--- src/rtl/dec_pkg.sv ---
package dec_pkg;
  localparam int unsigned XLEN  = 32;
  localparam int unsigned RAW   = 5;
  localparam int unsigned OPW   = 7;
  localparam int unsigned WBW   = 2;

  typedef enum logic [OPW-1:0] {
    OPC_LUI    = 7'b0110111,
    OPC_AUIPC  = 7'b0010111,
    OPC_JAL    = 7'b1101111,
    OPC_JALR   = 7'b1100111,
    OPC_BRANCH = 7'b1100011,
    OPC_LOAD   = 7'b0000011,
    OPC_STORE  = 7'b0100011,
    OPC_OPIMM  = 7'b0010011,
    OPC_OP     = 7'b0110011
  } opc_e;

  typedef enum logic [2:0] {
    FMT_NONE, FMT_I, FMT_S, FMT_B, FMT_U, FMT_J
  } fmt_e;

  typedef enum logic [WBW-1:0] {
    WB_ALU = 2'b00,
    WB_MEM = 2'b01,
    WB_PC4 = 2'b11
  } wb_e;

  typedef struct packed {
    logic rs1_zero;
    logic rd_we;
    logic op1_pc;
    logic op2_imm;
    logic mem_re;
    logic mem_we;
    wb_e  wb_sel;
    fmt_e fmt;
  } ctrl_t;

  typedef struct packed {
    logic [RAW-1:0]  rs1;
    logic [RAW-1:0]  rs2;
    logic [RAW-1:0]  rd;
    logic            rd_we;
    logic            op1_pc;
    logic            op2_imm;
    logic [XLEN-1:0] imm;
    logic            mem_re;
    logic            mem_we;
    logic [WBW-1:0]  wb_sel;
  } dec_t;
endpackage

--- src/rtl/dec_ctrl_gen.sv ---
module dec_ctrl_gen
  import dec_pkg::*;
#(
  parameter int unsigned OP_W = OPW
) (
  input  logic [OP_W-1:0] opc_i,
  output ctrl_t           ctrl_o
);
  always_comb begin
    ctrl_o = '{rs1_zero: 1'b0, rd_we: 1'b0, op1_pc: 1'b0, op2_imm: 1'b0,
               mem_re: 1'b0, mem_we: 1'b0, wb_sel: WB_ALU, fmt: FMT_NONE};
    unique case (opc_i)
      OPC_LUI: begin
        ctrl_o.rs1_zero = 1'b1;
        ctrl_o.rd_we    = 1'b1;
        ctrl_o.op2_imm  = 1'b1;
        ctrl_o.fmt      = FMT_U;
      end
      OPC_AUIPC: begin
        ctrl_o.rd_we   = 1'b1;
        ctrl_o.op1_pc  = 1'b1;
        ctrl_o.op2_imm = 1'b1;
        ctrl_o.fmt     = FMT_U;
      end
      OPC_JAL: begin
        ctrl_o.rd_we   = 1'b1;
        ctrl_o.op1_pc  = 1'b1;
        ctrl_o.op2_imm = 1'b1;
        ctrl_o.wb_sel  = WB_PC4;
        ctrl_o.fmt     = FMT_J;
      end
      OPC_JALR: begin
        ctrl_o.rd_we   = 1'b1;
        ctrl_o.op2_imm = 1'b1;
        ctrl_o.wb_sel  = WB_PC4;
        ctrl_o.fmt     = FMT_I;
      end
      OPC_BRANCH: begin
        ctrl_o.op1_pc  = 1'b1;
        ctrl_o.op2_imm = 1'b1;
        ctrl_o.fmt     = FMT_B;
      end
      OPC_LOAD: begin
        ctrl_o.rd_we   = 1'b1;
        ctrl_o.op2_imm = 1'b1;
        ctrl_o.mem_re  = 1'b1;
        ctrl_o.wb_sel  = WB_MEM;
        ctrl_o.fmt     = FMT_I;
      end
      OPC_STORE: begin
        ctrl_o.op2_imm = 1'b1;
        ctrl_o.mem_we  = 1'b1;
        ctrl_o.fmt     = FMT_S;
      end
      OPC_OPIMM: begin
        ctrl_o.rd_we   = 1'b1;
        ctrl_o.op2_imm = 1'b1;
        ctrl_o.fmt     = FMT_I;
      end
      OPC_OP: begin
        ctrl_o.rd_we = 1'b1;
      end
      default: ;
    endcase
  end
endmodule

--- src/rtl/dec_imm_gen.sv ---
module dec_imm_gen
  import dec_pkg::*;
#(
  parameter int unsigned W = XLEN
) (
  input  logic [24:0]  hi_i,   // instruction bits [31:7]
  input  fmt_e         fmt_i,
  output logic [W-1:0] imm_o
);
  logic s;
  assign s = hi_i[24];

  always_comb begin
    unique case (fmt_i)
      FMT_I:   imm_o = {{(W-12){s}}, hi_i[24:13]};
      FMT_S:   imm_o = {{(W-12){s}}, hi_i[24:18], hi_i[4:0]};
      FMT_B:   imm_o = {{(W-12){s}}, hi_i[0], hi_i[23:18], hi_i[4:1], 1'b0};
      FMT_U:   imm_o = {{(W-32){s}}, hi_i[24:5], 12'b0};
      FMT_J:   imm_o = {{(W-20){s}}, hi_i[12:5], hi_i[13], hi_i[23:14], 1'b0};
      default: imm_o = '0;
    endcase
  end
endmodule

--- src/rtl/rv32_decode_ctrl.sv ---
module rv32_decode_ctrl
  import dec_pkg::*;
(
  input  logic            clk_i,
  input  logic            rst_ni,
  input  logic [31:0]     instr_i,
  output logic [RAW-1:0]  rs1_addr_o,
  output logic [RAW-1:0]  rs2_addr_o,
  output logic [RAW-1:0]  rd_addr_o,
  output logic            rd_we_o,
  output logic            op1_sel_o,
  output logic            op2_sel_o,
  output logic [XLEN-1:0] imm_o,
  output logic            mem_re_o,
  output logic            mem_we_o,
  output logic [WBW-1:0]  wb_sel_o
);
  ctrl_t           ctrl;
  logic [XLEN-1:0] imm;
  dec_t            dec_d, dec_q;

  dec_ctrl_gen #(.OP_W(OPW)) i_ctrl (
    .opc_i  (instr_i[OPW-1:0]),
    .ctrl_o (ctrl)
  );

  dec_imm_gen #(.W(XLEN)) i_imm (
    .hi_i  (instr_i[31:7]),
    .fmt_i (ctrl.fmt),
    .imm_o (imm)
  );

  always_comb begin
    dec_d.rs1     = ctrl.rs1_zero ? '0 : instr_i[19:15];
    dec_d.rs2     = instr_i[24:20];
    dec_d.rd      = instr_i[11:7];
    dec_d.rd_we   = ctrl.rd_we;
    dec_d.op1_pc  = ctrl.op1_pc;
    dec_d.op2_imm = ctrl.op2_imm;
    dec_d.imm     = imm;
    dec_d.mem_re  = ctrl.mem_re;
    dec_d.mem_we  = ctrl.mem_we;
    dec_d.wb_sel  = ctrl.wb_sel;
  end

  always_ff @(posedge clk_i or negedge rst_ni) begin
    if (!rst_ni) dec_q <= '0;
    else         dec_q <= dec_d;
  end

  assign rs1_addr_o = dec_q.rs1;
  assign rs2_addr_o = dec_q.rs2;
  assign rd_addr_o  = dec_q.rd;
  assign rd_we_o    = dec_q.rd_we;
  assign op1_sel_o  = dec_q.op1_pc;
  assign op2_sel_o  = dec_q.op2_imm;
  assign imm_o      = dec_q.imm;
  assign mem_re_o   = dec_q.mem_re;
  assign mem_we_o   = dec_q.mem_we;
  assign wb_sel_o   = dec_q.wb_sel;
endmodule

--- config.mk ---
export PLATFORM = sky130hd
export DESIGN_NAME = rv32_decode_ctrl
export DESIGN_NICKNAME = d
export VERILOG_FILES = /design/src/rtl/dec_pkg.sv /design/src/rtl/dec_ctrl_gen.sv /design/src/rtl/dec_imm_gen.sv /design/src/rtl/rv32_decode_ctrl.sv
export SDC_FILE = /design/constraint.sdc
export NUM_CORES = 1
export LEC_CHECK = 0
export BUFFER_PORTS_ARGS = -buffer_cell sky130_fd_sc_hd__buf_2
export CAP_MARGIN = 20
export CORE_MARGIN = 1.5
export CORE_UTILIZATION = 45
export DETAILED_ROUTE_END_ITERATION = 8
export PLACE_DENSITY = 0.88
export SYNTH_ARGS = -nofsm -noshare
export SYNTH_HDL_FRONTEND = slang
export SYNTH_SLANG_ARGS = --single-unit
export TNS_END_PERCENT = 1
--- constraint.sdc ---
create_clock -name clk_i -period 0.8 [get_ports clk_i]
set_input_delay 0.04 -clock clk_i [delete_from_list [all_inputs] [get_ports clk_i]]
set_output_delay 0.04 -clock clk_i [all_outputs]
set_load 0.02 [all_outputs]
==> impl_results.md <==
* CTS max path bufs at 2
* Total power at 0.00517 W
* DIE HEIGHT at 70.9 um
* Delay-heaviest family, CP: flip-flops
* CTS clock-pin slew for the worst setup and hold paths at 100 ps
* Footprint of the multi-input gates at 689 um2
* CTS tree: built
* Largest net degree at the start of global routing at 32
* Final Hold Vio Count at 0
* CTS Root Cell: clkbuf_8
* Met3 Use GR at 0.0413
* Buffers added on ports at 87
* Post-DR vias/cell at 4.92
* Leading area contributor after synthesis: dfrtp_1
* Critical path arrival at 840 ps
* Slowest cell on crit path: dfrtp_1
* Yosys warns at 0
* Syn-to-layout area delta at 55.5%
* Leakage Power at 1.82 nW
* Critical path's largest stage delay at 380 ps
* CORE AREA at 4380 um2
* Utilization after layout at 0.737
* CP cell instances: buf_2
* DRT iter0 DRCs at 66
* Diodes inserted at 0
* Synth top area share at 0.651
* TritonCTS Buffers at 5
* Relative slew slack at 0.653
* Seq. cell area at about 1400 um2
* Violated checks: negative setup slack
* Starting Density at 0.474
* Worst Path Max Fanout at 1
* Outcome: finished with violations
* Num rows at 24
* Fraction of layout instances using a drive strength above 1 at 0.490
* Setup bufs post-CTS at 0
* RSZ-0062 raised after global routing: yes
* Startpoint types: register
* Slew @ Worst Pin at 516 ps
* Ys flop type: dfrtp_1
* Number of fill cells at 302
* Routed len/inst at 14.4 um
* Max-cap violation count at 0
* Hold WC Path Type: in2reg
* Distinct cell type count after synthesis at 34
* Post-DP HPWL at 3.47 mm
* GR Util All Layers at 0.202
* Bufs and invs on worst path at 1
* Initial antenna violation count at 0
* Top cells by count, synth: dfrtp_1 (54), a21o_1 (19), and2_1 (12), nor2_1 (9)
* Ys async rst share at 1.00
* WL final at 4.94 mm
* Post-synthesis sequential area ratio at 0.651
* Mapped Cells at between 100 and 150
* Post-Syn Area at 2080 um2
* Vias in the first global route at ~1700
* Most area-consuming cells after synthesis: dfrtp_1 (65%), a21o_1 (6.9%), and2_1 (3.6%), buf_6 (2.7%), a22o_1 (2.1%)
* Most frequent cell after synthesis: dfrtp_1
* Most Crowded Layer GR: met2
* Die Width at 70.9 um
* Drt pass-1 iters at 4
* Synth Net Count at between 150 and 200
* # setup viols final at 54
* Fin crit share at 1.10
* Vias at 1682
* Final worst slack at -83.0 ps
* H-tree levels at 2
* Flop and latch count out of synthesis at 54
* Critical path type: reg2out
* GR Util met2 at 0.372
* CTS Sinks at 54
* Avg Inst Size Synth at about 14 um2
* Routed Antenna Nets at 0
* Worst Path Required at 760 ps
* CP endpoint kind: output pin
* PwrDens at 1600 nW/um2
* Post-synth EDFFs at 0
* DRC at 0
* Setup TNS at -3520 ps
* Final critical-path required period at 883 ps
* Nets at 323
* Slew Viols, Final at 0
* Max Freq at 1130 MHz
* Grt total ovfl at 0
* GP Congestion at 0.889
* Die area at 5030 um2
* Met1 GRT Util at 0.232
* First-pass GRT wire length at 7.80 mm
* IO Pins at 88
* Peak VDD IR at 0.705 mV
-- repair_timing --
| action | in CTS | in global routing |
|---|---|---|
| endpoints found under the hold margin | 98 | 0 |
| hold buffers | 25 | 0 |
| pin swaps | 2 | 2 |
| resized for setup | 17 | 21 |
| setup endpoints to repair | 84 | 85 |
-- layout by cell type, fill, tap and decap left out, drive strengths merged --
master and instances:
clkinvlp 1, a32o 1, nor3 4, a31oi 2
a2bb2oi 1, nand3 4, inv 4, buf 114
and4b 1, nor4b 1, dfrtp 54, nor2 11
clkinv 1, a22o 5, a21oi 4, a21o 19
o22ai 1, nand2 6, clkbuf 6, o2bb2ai 1
nand2b 1, nor2b 2, xnor2 1, nor4 3
and2 12, nor3b 1, o21ai 4, dlygate4sd3 25
-- per-layer routing --
| metal | wire length [um] | vias to the layer above |
|---|---|---|
| li1 | - | 792 |
| met3 | 268 | 4 |
| met1 | 1840 | 821 |
| met2 | 2780 | 65 |
| met4 | 44 | 0 |
| met5 | 0 | - |
-- cell families (layout without fill, tap and decap cells) --
kind of cell | count (synthesis) | after routing | share of synthesized area
buffers and inverters | 10 | 151 | 0.0373
AO/OA/AOI/OAI | 38 | 38 | 0.149
AND/OR/NAND/NOR | 46 | 46 | 0.159
flip-flops | 54 | 54 | 0.651
XOR/XNOR | 1 | 1 | 0.00422
-- final timing paths --
| check | from | to | slack, ps | cells past startpoint |
|---|---|---|---|---|
| max in group asynchronous | rst_ni | imm_o[24] | 370 | 3 |
| min in group asynchronous | rst_ni | rs1_addr_o[2] | 240 | 3 |
| setup / recovery | imm_o[20] | imm_o[20] | -80 | 1 |
| hold / removal | instr_i[20] | imm_o[0] | 40 | 2 |
-- metrics by stage --
stage | hold WS [ps] | instances | setup slack [ps] | area, um2
5_1_grt | 26.0 | 342 | -111 | 3230
4_1_cts | 20.5 | 342 | -88.4 | 3170
6_report | 40.7 | 342 | -83.0 | 3230
3_3_place_gp | 30.4 | 309 | -429 | 2760
2_1_floorplan | -256 | 149 | -62.6 | 2110
3_5_place_dp | 33.6 | 309 | -495 | 2760
-- sequential cells by signal, summed over array words and instances (netlist names) --
register / count
mem_re_o: 1
mem_we_o: 1
rd_we_o: 1
op1_sel_o: 1
op2_sel_o: 1
rd_addr_o: 5
wb_sel_o: 2
rs1_addr_o: 5
imm_o: 32
rs2_addr_o: 5
-- area by class of cell --
cell class / count / area share
clock buffer: 5 / 0.0213
sequential: 54 / 0.418
clock inverter: 3 / 0.00775
inverter: 3 / 0.00349
multi-input combinational: 85 / 0.213
timing repair buffer: 140 / 0.316
tap: 52 / 0.0201
-- power by group --
group          total, W  switching [W]  internal [W]
clock           0.00152       0.000886      0.000633
sequential      0.00282      0.0000225       0.00280
combinational  0.000827       0.000429      0.000399
total           0.00517        0.00134       0.00383
Power figures use the tool's default switching activity.
